### config.mk
export PLATFORM = sky130hd
export DESIGN_NAME = capture_channel
export DESIGN_NICKNAME = d
export VERILOG_FILES = /design/src/rtl/cap_pkg.sv /design/src/rtl/cap_input_filter.sv /design/src/rtl/cap_edge_prescale.sv /design/src/rtl/cap_flag_fsm.sv /design/src/rtl/capture_channel.sv
export SDC_FILE = /design/constraint.sdc
export NUM_CORES = 1
export LEC_CHECK = 0
export CELL_PAD_IN_SITES_DETAIL_PLACEMENT = 0
export CELL_PAD_IN_SITES_GLOBAL_PLACEMENT = 1
export CORE_MARGIN = 10
export CORE_UTILIZATION = 37
export CTS_CLUSTER_SIZE = 10
export DETAILED_ROUTE_END_ITERATION = 10
export PLACE_DENSITY_LB_ADDON = 0.1
export SLEW_MARGIN = 10
export SYNTH_ARGS = -nofsm -noshare
export SYNTH_HDL_FRONTEND = slang
export SYNTH_SLANG_ARGS = --single-unit
export TNS_END_PERCENT = 10
### constraint.sdc
create_clock -name clk -period 4.3 [get_ports clk]
set_clock_uncertainty 0.2 [all_clocks]
set_input_delay 0.43 -clock clk [delete_from_list [all_inputs] [get_ports clk]]
set_output_delay 0.43 -clock clk [all_outputs]
set_load 0.01 [all_outputs]
### src/rtl/cap_pkg.sv
package cap_pkg;
    typedef enum logic [1:0] {
        SRC_OWN  = 2'b00,
        SRC_NBR  = 2'b01,
        SRC_TRG  = 2'b10,
        SRC_TRG2 = 2'b11
    } src_e;

    typedef enum logic [1:0] {
        ST_EMPTY = 2'b00,
        ST_FULL  = 2'b01,
        ST_OVRUN = 2'b10
    } flag_st_e;

    localparam int unsigned PSC_MAX_LOG2 = 3;
endpackage

### src/rtl/cap_input_filter.sv
module cap_input_filter #(
    parameter int unsigned SYNC_STAGES = 2,
    parameter int unsigned FILT_W      = 4
) (
    input  logic              clk,
    input  logic              rst_n,
    input  logic [1:0]        src_sel,
    input  logic              pin_own,
    input  logic              pin_nbr,
    input  logic              trig_in,
    input  logic [FILT_W-1:0] filt_len,
    output logic              filt_q
);
    import cap_pkg::*;

    logic                   raw_sel;
    logic [SYNC_STAGES-1:0] sync_sr;
    logic                   synced;
    logic [FILT_W-1:0]      run_cnt;

    always_comb begin
        unique case (src_e'(src_sel))
            SRC_OWN:  raw_sel = pin_own;
            SRC_NBR:  raw_sel = pin_nbr;
            SRC_TRG,
            SRC_TRG2: raw_sel = trig_in;
            default:  raw_sel = pin_own;
        endcase
    end

    generate
        if (SYNC_STAGES == 1) begin : g_sync1
            always_ff @(posedge clk or negedge rst_n) begin
                if (!rst_n) sync_sr <= '0;
                else        sync_sr <= raw_sel;
            end
        end else begin : g_syncn
            always_ff @(posedge clk or negedge rst_n) begin
                if (!rst_n) sync_sr <= '0;
                else        sync_sr <= {sync_sr[SYNC_STAGES-2:0], raw_sel};
            end
        end
    endgenerate

    assign synced = sync_sr[SYNC_STAGES-1];

    always_ff @(posedge clk or negedge rst_n) begin
        if (!rst_n) begin
            filt_q  <= 1'b0;
            run_cnt <= '0;
        end else if (synced == filt_q) begin
            run_cnt <= '0;
        end else if (run_cnt >= filt_len) begin
            filt_q  <= synced;
            run_cnt <= '0;
        end else begin
            run_cnt <= run_cnt + 1'b1;
        end
    end
endmodule

### src/rtl/cap_edge_prescale.sv
module cap_edge_prescale #(
    parameter int unsigned PSC_W = cap_pkg::PSC_MAX_LOG2
) (
    input  logic       clk,
    input  logic       rst_n,
    input  logic       en,
    input  logic       filt_q,
    input  logic       edge_fall,
    input  logic [1:0] psc_sel,
    output logic       cap_evt
);
    logic             filt_d;
    logic             act_edge;
    logic [PSC_W-1:0] ev_cnt;
    logic [PSC_W-1:0] ev_last;

    always_ff @(posedge clk or negedge rst_n) begin
        if (!rst_n) filt_d <= 1'b0;
        else        filt_d <= filt_q;
    end

    assign act_edge = edge_fall ? (filt_d & ~filt_q) : (~filt_d & filt_q);

    always_comb begin
        unique case (psc_sel)
            2'b00:   ev_last = PSC_W'(0);
            2'b01:   ev_last = PSC_W'(1);
            2'b10:   ev_last = PSC_W'(3);
            default: ev_last = PSC_W'(7);
        endcase
    end

    assign cap_evt = en && act_edge && (ev_cnt >= ev_last);

    always_ff @(posedge clk or negedge rst_n) begin
        if (!rst_n)          ev_cnt <= '0;
        else if (!en)        ev_cnt <= '0;
        else if (cap_evt)    ev_cnt <= '0;
        else if (act_edge)   ev_cnt <= ev_cnt + 1'b1;
    end
endmodule

### src/rtl/cap_flag_fsm.sv
module cap_flag_fsm (
    input  logic clk,
    input  logic rst_n,
    input  logic cap_evt,
    input  logic rd_strobe,
    output logic cap_flag,
    output logic ovr_flag
);
    import cap_pkg::*;

    flag_st_e state, state_nx;

    always_comb begin
        state_nx = state;
        unique case (state)
            ST_EMPTY: if (cap_evt) state_nx = ST_FULL;
            ST_FULL: begin
                if (cap_evt && !rd_strobe) state_nx = ST_OVRUN;
                else if (cap_evt)          state_nx = ST_FULL;
                else if (rd_strobe)        state_nx = ST_EMPTY;
            end
            ST_OVRUN: begin
                if (cap_evt && rd_strobe) state_nx = ST_FULL;
                else if (rd_strobe)       state_nx = ST_EMPTY;
            end
            default: state_nx = ST_EMPTY;
        endcase
    end

    always_ff @(posedge clk or negedge rst_n) begin
        if (!rst_n) state <= ST_EMPTY;
        else        state <= state_nx;
    end

    always_comb begin
        cap_flag = 1'b0;
        ovr_flag = 1'b0;
        unique case (state)
            ST_EMPTY: ;
            ST_FULL:  cap_flag = 1'b1;
            ST_OVRUN: begin
                cap_flag = 1'b1;
                ovr_flag = 1'b1;
            end
            default: ;
        endcase
    end
endmodule

### src/rtl/capture_channel.sv
module capture_channel #(
    parameter int unsigned CNT_W       = 16,
    parameter int unsigned FILT_W      = 4,
    parameter int unsigned SYNC_STAGES = 2
) (
    input  logic              clk,
    input  logic              rst_n,
    input  logic              en,
    input  logic [1:0]        src_sel,
    input  logic              pin_own,
    input  logic              pin_nbr,
    input  logic              trig_in,
    input  logic [FILT_W-1:0] filt_len,
    input  logic              edge_fall,
    input  logic [1:0]        psc_sel,
    input  logic [CNT_W-1:0]  cnt_in,
    input  logic              rd_strobe,
    output logic [CNT_W-1:0]  cap_val,
    output logic              cap_flag,
    output logic              ovr_flag
);
    logic filt_q;
    logic cap_evt;

    cap_input_filter #(.SYNC_STAGES(SYNC_STAGES), .FILT_W(FILT_W)) u_filt (
        .clk(clk), .rst_n(rst_n), .src_sel(src_sel),
        .pin_own(pin_own), .pin_nbr(pin_nbr), .trig_in(trig_in),
        .filt_len(filt_len), .filt_q(filt_q)
    );

    cap_edge_prescale u_edge (
        .clk(clk), .rst_n(rst_n), .en(en), .filt_q(filt_q),
        .edge_fall(edge_fall), .psc_sel(psc_sel), .cap_evt(cap_evt)
    );

    cap_flag_fsm u_fsm (
        .clk(clk), .rst_n(rst_n), .cap_evt(cap_evt), .rd_strobe(rd_strobe),
        .cap_flag(cap_flag), .ovr_flag(ovr_flag)
    );

    always_ff @(posedge clk or negedge rst_n) begin
        if (!rst_n)       cap_val <= '0;
        else if (cap_evt) cap_val <= cnt_in;
    end
endmodule

; ---- Yosys cells after proc, flatten, opt, wreduce, memory -nomap -nowiden
; Cells that the tools add are included.
[totals]
regBits = 29
inputBits = 32
out_inout_bits = 18
wordCells = 53
[classes]
addsub = 2
n_lt_le_gt_ge = 2
n_eq_ne = 10
mux = 16
bitwise_logic = 5
reduce_logical = 11
[ops]
columns = cell, n
row1 = two-way mux 2 bit, 5
row2 = two-way mux 3 bit, 3
row3 = one-hot mux 3 bit (3 select lines), 1
row4 = "== test 2 bit, second input constant", 4
row5 = two-way mux 4 bit, 2
row6 = "== test 2 x 1 -> 1 bit, second input constant", 3
row7 = logical NOT 2 bit, 3
row8 = one-hot mux 2 bit (3 select lines), 1
row9 = "adder 4 x 1 -> 4 bit, second input constant", 1
row10 = >= comparator 4 bit, 1
row11 = logical AND 1 bit, 4
row12 = OR reduction 2 bit, 2
row13 = "adder 3 x 1 -> 3 bit, second input constant", 1
row14 = >= comparator 3 bit, 1
row15 = two-way mux 1 bit, 3
row16 = "!= test 3 x 1 -> 1 bit, second input constant", 1
row17 = inverter 1 bit, 3
row18 = one-hot mux 1 bit (3 select lines), 1
row19 = AND 1 bit, 2
row20 = "!= test 2 x 1 -> 1 bit, second input constant", 1
row21 = AND reduction 2 bit, 1
row22 = == test 1 bit, 1
row23 = logical NOT 1 bit, 1

; ---- Longest topological paths before layout
; Gate-level depths: netlist of the first run.
[logic_depth]
word_depth = 8
mapped_depth = 8

; ---- By module
; From an unflattened synthesis of the first run, not the netlist that was laid out.
[hier_totals]
cells_unflattened = 121
area_unflattened_um2 = 1556.5
[modules_own_cells]
columns = module, n_inst, cells_each, area_per_inst_um2
row1 = capture_channel, 1, 34, 649.4
row2 = cap_input_filter, 1, 35, 397.9
row3 = cap_edge_prescale, 1, 33, 314.1
row4 = cap_flag_fsm, 1, 19, 195.2

; ---- Worst setup path before layout of the first run
; OpenSTA, ideal clock, no wires.
[synth_path]
path_kind = input port to flip-flop
start = in psc_sel[1]
end = reg cap_val[10]
setup_ps = 125
arrival_time_ps = 1811
slack_ps = 2164
path_stages = 7
path_buffers = 1
path_cell_list = or2_2 ha_1 nor2b_1 o21ai_2 nand2_2 buf_2 mux2_2
[synth_between]
elab_chain_len = 4
word_cells_on_any_way = 6
cone_classes = 1 x order compare / 2 x eq/ne / 1 x mux / 2 x reduce/logical
[synth_lines]
columns = item, line_no
row1 = "start, declared", capture_channel.sv:15  ; input logic [1:0] psc_sel,
row2 = == test 2 bit (tied with other cells), cap_edge_prescale.sv:25  ; unique case (psc_sel)
row3 = one-hot mux 3 bit (3 select lines) (*), cap_edge_prescale.sv:25
row4 = >= comparator 3 bit (*), cap_edge_prescale.sv:33  ; assign cap_evt = en && act_edge && (ev_cnt >= ev_last);
row5 = logical AND 1 bit (*), cap_edge_prescale.sv:33
row6 = "end signal, assigned", capture_channel.sv:43  ; else if (cap_evt) cap_val <= cnt_in;
row7 = "end, declared", capture_channel.sv:18  ; output logic [CNT_W-1:0] cap_val,
; Mark *: on every way between the ends. The rest lies on a longest branch, timed or not.
; A chain may end at the register's enable or synchronous reset.

; ---- Worst setup path after layout of the first run
[layout_path]
start = in psc_sel[1]
end = reg u_fsm.state[0]
[layout_between]
elab_chain_len = 7
word_cells_on_any_way = 13
cone_classes = 1 x order compare / 3 x eq/ne / 5 x mux / 4 x reduce/logical
[layout_lines]
columns = item, line_no
row1 = == test 2 bit (tied with other cells), cap_edge_prescale.sv:25
row2 = one-hot mux 3 bit (3 select lines) (*), cap_edge_prescale.sv:25
row3 = >= comparator 3 bit (*), cap_edge_prescale.sv:33
row4 = logical AND 1 bit (*), cap_edge_prescale.sv:33
row5 = two-way mux 2 bit (tied with other cells), cap_flag_fsm.sv:19  ; else if (cap_evt) state_nx = ST_FULL;
row6 = "two-way mux 2 bit, on equally long branches", "cap_flag_fsm.sv:18, cap_flag_fsm.sv:23"
row7 = one-hot mux 2 bit (3 select lines), cap_flag_fsm.sv:15  ; unique case (state)
row8 = "end signal, assigned", cap_flag_fsm.sv:32  ; else state <= state_nx;
row9 = "end, declared", cap_flag_fsm.sv:11  ; flag_st_e state, state_nx;
; Marks and branches as above.

==> results of run 1 <==
-- per-layer routing --
| metal | track usage | part of all wire | wire length [um] |
|---|---|---|---|
| met5 | 0 | 0 | 0 |
| met1 | 0.110 | 0.40 | 1250 |
| met4 | 0.0351 | 0.0067 | 21 |
| met2 | 0.154 | 0.46 | 1450 |
| met3 | 0.0724 | 0.13 | 415 |
-- critical path, cell delays in order --
cell,delay (ns)
clkdlybuf4s50_1,0.44
or2_2,0.30
ha_1,0.27
nor2b_1,0.05
o21ai_2,0.20
nand2_2,0.32
mux2_4,0.41
o221ai_2,0.14
-- layout make-up --
| class | instances | area (um^2) | share of cell area |
|---|---|---|---|
| Clock buffer | 5 | 68.8 | 0.0334 |
| Multi-Input combinational cell | 75 | 657 | 0.318 |
| Tap cell | 48 | 60.1 | 0.0291 |
| Sequential cell | 29 | 726 | 0.352 |
| Clock inverter | 1 | 5.00 | 0.00243 |
| Timing Repair Buffer | 50 | 498 | 0.241 |
| Inverter | 13 | 48.8 | 0.0237 |
-- stage by stage --
step	power, mW	setup slack, ns	hold slack, ns	std cells	cell area, um^2
detailed placement	0.911	1.40	0.145	215	1990
finish	1.09	1.72	0.155	221	2060
global placement	0.897	1.46	0.136	215	1990
floorplan	0.672	2.16	-0.0656	119	1450
global route	1.18	1.54	0.165	221	2060
CTS	1.12	1.69	0.158	221	2060
-- state kept, by name, summed over array words and instances, names as in the netlist --
| register | count |
|---|---|
| cap_val | 16 |
| u_fsm.state | 2 |
| u_filt.run_cnt | 4 |
| u_edge.filt_d | 1 |
| u_filt.filt_q | 1 |
| u_filt.sync_sr | 2 |
| u_edge.ev_cnt | 3 |
-- synthesized netlist by cell type (all sizes together) --
cell / n / area share
o21ai: 5 / 0.020
o2111ai: 1 / 0.0061
or2: 1 / 0.0043
buf: 2 / 0.011
nor2: 7 / 0.018
a22o: 1 / 0.0061
nor2b: 3 / 0.013
a21oi: 2 / 0.0069
dfrtp: 29 / 0.50
mux2i: 2 / 0.014
o221ai: 1 / 0.010
or2b: 1 / 0.0052
and3b: 1 / 0.0061
nor3b: 1 / 0.0086
o21a: 1 / 0.0061
nand3: 2 / 0.0069
nand2b: 1 / 0.0043
a21o: 1 / 0.0052
nand2: 6 / 0.017
xnor2: 1 / 0.0061
inv: 13 / 0.034
xor2: 2 / 0.012
a32o: 2 / 0.014
mux2: 18 / 0.14
nor3: 1 / 0.0035
ha: 13 / 0.11
o211ai: 1 / 0.0052
-- power groups by stage --
stage | combinational [mW] | clock, mW | sequential [mW]
2_1_floorplan | 0.212 | 0 | 0.460
3_3_place_gp | 0.466 | 0 | 0.432
3_5_place_dp | 0.475 | 0 | 0.437
4_1_cts | 0.478 | 0.206 | 0.433
5_1_grt | 0.515 | 0.220 | 0.448
6_report | 0.464 | 0.196 | 0.432
-- logic make-up after synthesis --
| kind of cell | synth area share |
|---|---|
| buffers and inverters | 0.0449 |
| and+or+nand+nor | 0.0873 |
| AOI/OAI and AO/OA | 0.0795 |
| DFF | 0.501 |
| xor gates and xnor gates | 0.0182 |
| muxes | 0.156 |
| adders and majority gates | 0.112 |
-- how the worst max path moves through the flow --
stage                     slack [ns]              to  cells after the start       start
after floorplan                 2.16     cap_val[10]                      7  psc_sel[1]
after global placement          1.46  u_fsm.state[0]                      8  psc_sel[1]
after detailed placement        1.40  u_fsm.state[0]                      8  psc_sel[1]
after CTS                       1.69  u_fsm.state[0]                      8  psc_sel[1]
after global routing            1.54  u_fsm.state[0]                      8  psc_sel[1]
final                           1.72  u_fsm.state[0]                      8  psc_sel[1]
==> run summary, run 1 <==
CTS Buffer Depth - 2
Netlist cell types - 31
Mapped Area - 0.00145 mm^2
Static Leak - 0.967 nW
die width - 82.6 um
R2R cell count - 6
PortBufs - 49
antenna-violating nets left - 0
CTS Hold Bufs - 0
DRC - 0
ANT cells - 0
min cycle time layout - 2.58 ns
NumNets Final - 219
Worst VDD drop - 0.336 mV
final wirelength - 3.14 mm
Clk pwr share - 0.180
total CTS buffers - 5
Vias - 1,045
Worst-Skew Late Latency - 0.27 ns
# Max-Cap Violations - 0
core box area - 0.00372 mm^2
Setup TNS - 0 ns
Worst Setup End Kind - flip-flop
drt pass-1 iters - 4
initial antenna violation count - 0
Cell Rows - 22
vias in the first global route - 1,155
clock-pin slew on the worst setup and hold paths - 0.05 ns
endpoints failing setup - 0
Total Routing Usage GR - 0.102
Detail Placement HPWL - 2.53 mm
Worst EP required - 4.28 ns
Min-Delay Path Class - reg -> reg
initial core utilization - 0.390
post-CTS setup buffers - 0
commonest non-fill, non-tap cell in the layout - clkdlybuf4s50_1
io pins - 50
setup slack, reg-to-reg - 2.13 ns
synth warn - 0
drt initial violations - 53
Worst EP arrival - 2.56 ns
Final period util - 0.600
Reg-to-Reg End - u_fsm.state[0]
share of layout cells above drive strength 1 - 0.179
Hold Crit Endpoint - u_filt.sync_sr[1]
max-slew violations - 0
P&R area growth vs syn - 42.5%
Core Util, Final - 0.555
CTS tree - yes
CTS sink count - 29
H-tree levels - 2
post-cts resize count - 0
Int Power - 0.758 mW
worst-path maximum fanout - 20
die footprint - 0.00681 mm^2
FF+latch count, synth - 29
final RePlAce weighted congestion - 0.723
Via density - 4.73
Fin. Hold Viols - 0
RSZ-0062 raised after global routing - false
power density cells - 529 mW/mm^2
Reg power frac - 0.395
synthesized area per cell - 12.2 um^2
largest net degree at the start of global routing - 30
HP Start - u_filt.sync_sr[0]
Synth Instances - 119
switching share of power - 0.306
Seq/Total Area, Yosys - 0.501
Die Y - 82.6 um
switching power - 0.335 mW
Max Fclk - 0.388 GHz
Worst slew margin - 0.679
total congestion overflow - 0
run status - complete, no violations
Reg2Reg Launch Point - u_edge.ev_cnt[2]
CP Class - in -> reg
first-pass GRT wire length - 5.31 mm
commonest non-fill, non-tap cells in the layout - clkdlybuf4s50_1, dfrtp_1, mux2_2
Synthesized Nets - 164
Slew @ Worst Pin - 0.480 ns
Setup crit start kind - input port
DR WL/cell - 14.2 um
CTS Root Cell - clkbuf_8
Fillers - 353
Comb pwr share - 0.425
hold path cells - 0
Power figures use the tool's default switching activity.
==> inputs of run 2 (changes only) <==
Settings changed: CORE_UTILIZATION 37 to 31.
Clock period 4.3 ns to 2.21 ns, I/O delays scaled along.
==> run 2 against run 1 <==
Flip-flop and latch count did not move. Die area rose by 15%. Clock-buffer cell count did not move. Critical path type unchanged. Cell area rose by 3.9%. Combinational power rose by 100%. Hold slack got worse by 0.025 ns. Sequential power rose by 96%. Non-clock buffer count rose by 3. Largest power group unchanged. Power rose by 110%. Sequential share of layout area fell by 1.3 points. Register-to-register slack got worse by 1.9 ns.
==> run summary, run 2 (synthesis gave the netlist of run 1 again) <==
run status - complete, no violations
CTS Hold Bufs - 0
# Max-Cap Violations - 0
initial antenna violation count - 0
post-CTS setup buffers - 0
most flop-heavy register - cap_val
Detail Placement HPWL - 2.65 mm
Fin. Hold Viols - 0
final setup margin - 0.134 ns
slowest CP cell - clkdlybuf4s50_1
Cell Area, Placed - 0.00203 mm^2
antenna-violating nets left - 0
DR WL/cell - 14.5 um
clock-pin slew on the worst setup and hold paths - 0.06 ns
Via density - 4.60
drt initial violations - 10
min cycle time layout - 2.08 ns
CTS tree - yes
endpoints failing setup - 0
CTS sink count - 29
Final Instance Area - 0.00214 mm^2
CP peak stage delay - 0.42 ns
biggest regs - cap_val (16), u_filt.run_cnt (4), u_edge.ev_cnt (3)
max-slew violations - 0
R2R cell count - 6
Max Fclk - 0.482 GHz
Worst slew margin - 0.758
Worst Setup End Kind - flip-flop
Min-Delay Path Class - in -> async
core box area - 0.00444 mm^2
power density cells - 1070 mW/mm^2
Fillers - 420
post-cts resize count - 0
NumNets Final - 222
Slew @ Worst Pin - 0.363 ns
Worst-Skew Late Latency - 0.28 ns
RSZ-0062 raised after global routing - false
final RePlAce weighted congestion - 0.716
max reg flops - 16
ANT cells - 0
Reg-to-Reg End - cap_val[6]
io pins - 50
multi-input combinational cell area - 666 um^2
DRC - 0
commonest non-fill, non-tap cell in the layout - clkdlybuf4s50_1
Sequential Area - 726 um^2
commonest non-fill, non-tap cells in the layout - clkdlybuf4s50_1, dfrtp_1, mux2_2
worst-path maximum fanout - 17
total congestion overflow - 0
Min Hold Slack - 0.130 ns
largest net degree at the start of global routing - 30
PortBufs - 49
CTS Buffer Depth - 2
Worst EP arrival - 2.04 ns
Vias - 1,053
Total Routing Usage GR - 0.0947
setup slack, reg-to-reg - 0.26 ns
CP Class - in -> reg
Final Power - 2.30 mW
share of layout cells above drive strength 1 - 0.209
total CTS buffers - 5
Worst VDD drop - 0.480 mV
Setup TNS - 0 ns
Cell Rows - 24
H-tree levels - 2
drt pass-1 iters - 3
Die Y - 88.3 um
pre-CTS WS - -0.225 ns
final wirelength - 3.32 mm
Reg2Reg Launch Point - u_edge.ev_cnt[2]
CTS Root Cell - clkbuf_8
first-pass GRT wire length - 5.62 mm
Static Leak - 1.01 nW
P&R area growth vs syn - 48.1%
die footprint - 0.00780 mm^2
die width - 88.3 um
Setup crit start kind - input port
initial core utilization - 0.326
Final period util - 0.939
vias in the first global route - 1,227
worst path cell trace - clkdlybuf4s50_1 > or2_2 > ha_1 > nor2b_2 > o21ai_2 > nand2_2 > buf_12 > mux2_2
Worst EP required - 2.17 ns
run 2: final cells by class:
cell class                 count  area share
multi-input combinational     75       0.310
tap                           52      0.0303
sequential                    29       0.338
timing repair buffer          53       0.250
clock inverter                 2      0.0163
clock buffer                   5      0.0321
inverter                      13      0.0228
run 2: metrics by stage:
| step | cells | util |
|---|---|---|
| finish | 229 | 0.483 |
| global route | 229 | 0.483 |
| CTS | 229 | 0.480 |
| detailed placement | 222 | 0.457 |
| global placement | 222 | 0.457 |
| floorplan | 119 | - |
run 2: per-layer routing:
layer,GRT usage,share of wire,up-vias
met5,0,0,-
met2,0.160,0.51,30
met3,0.0625,0.10,5
li1,-,-,520
met4,0.0352,0.014,0
met1,0.0907,0.37,498
run 2: how the worst max path moves through the flow:
stage	endpoint	from
global placement	cap_val[14]	psc_sel[1]
global route	cap_val[6]	psc_sel[0]
detailed placement	cap_val[0]	psc_sel[1]
finish	cap_val[6]	psc_sel[0]
CTS	cap_val[11]	psc_sel[1]
floorplan	cap_val[10]	psc_sel[1]
run 2: critical path, delay by kind of cell:
family	cells	cell delay, ns
and+or+nand+nor	3	0.53
buffers and inverters	2	0.58
adders and majority gates	1	0.28
AOI/OAI and AO/OA	1	0.08
muxes	1	0.34
run 2: where the power goes:
group / internal (mW) / leakage (nW) / total (mW) / switching [mW]
Combinational: 0.562 / 0.587 / 0.930 / 0.368
Clock: 0.327 / 0.0540 / 0.518 / 0.191
Sequential: 0.723 / 0.372 / 0.847 / 0.124
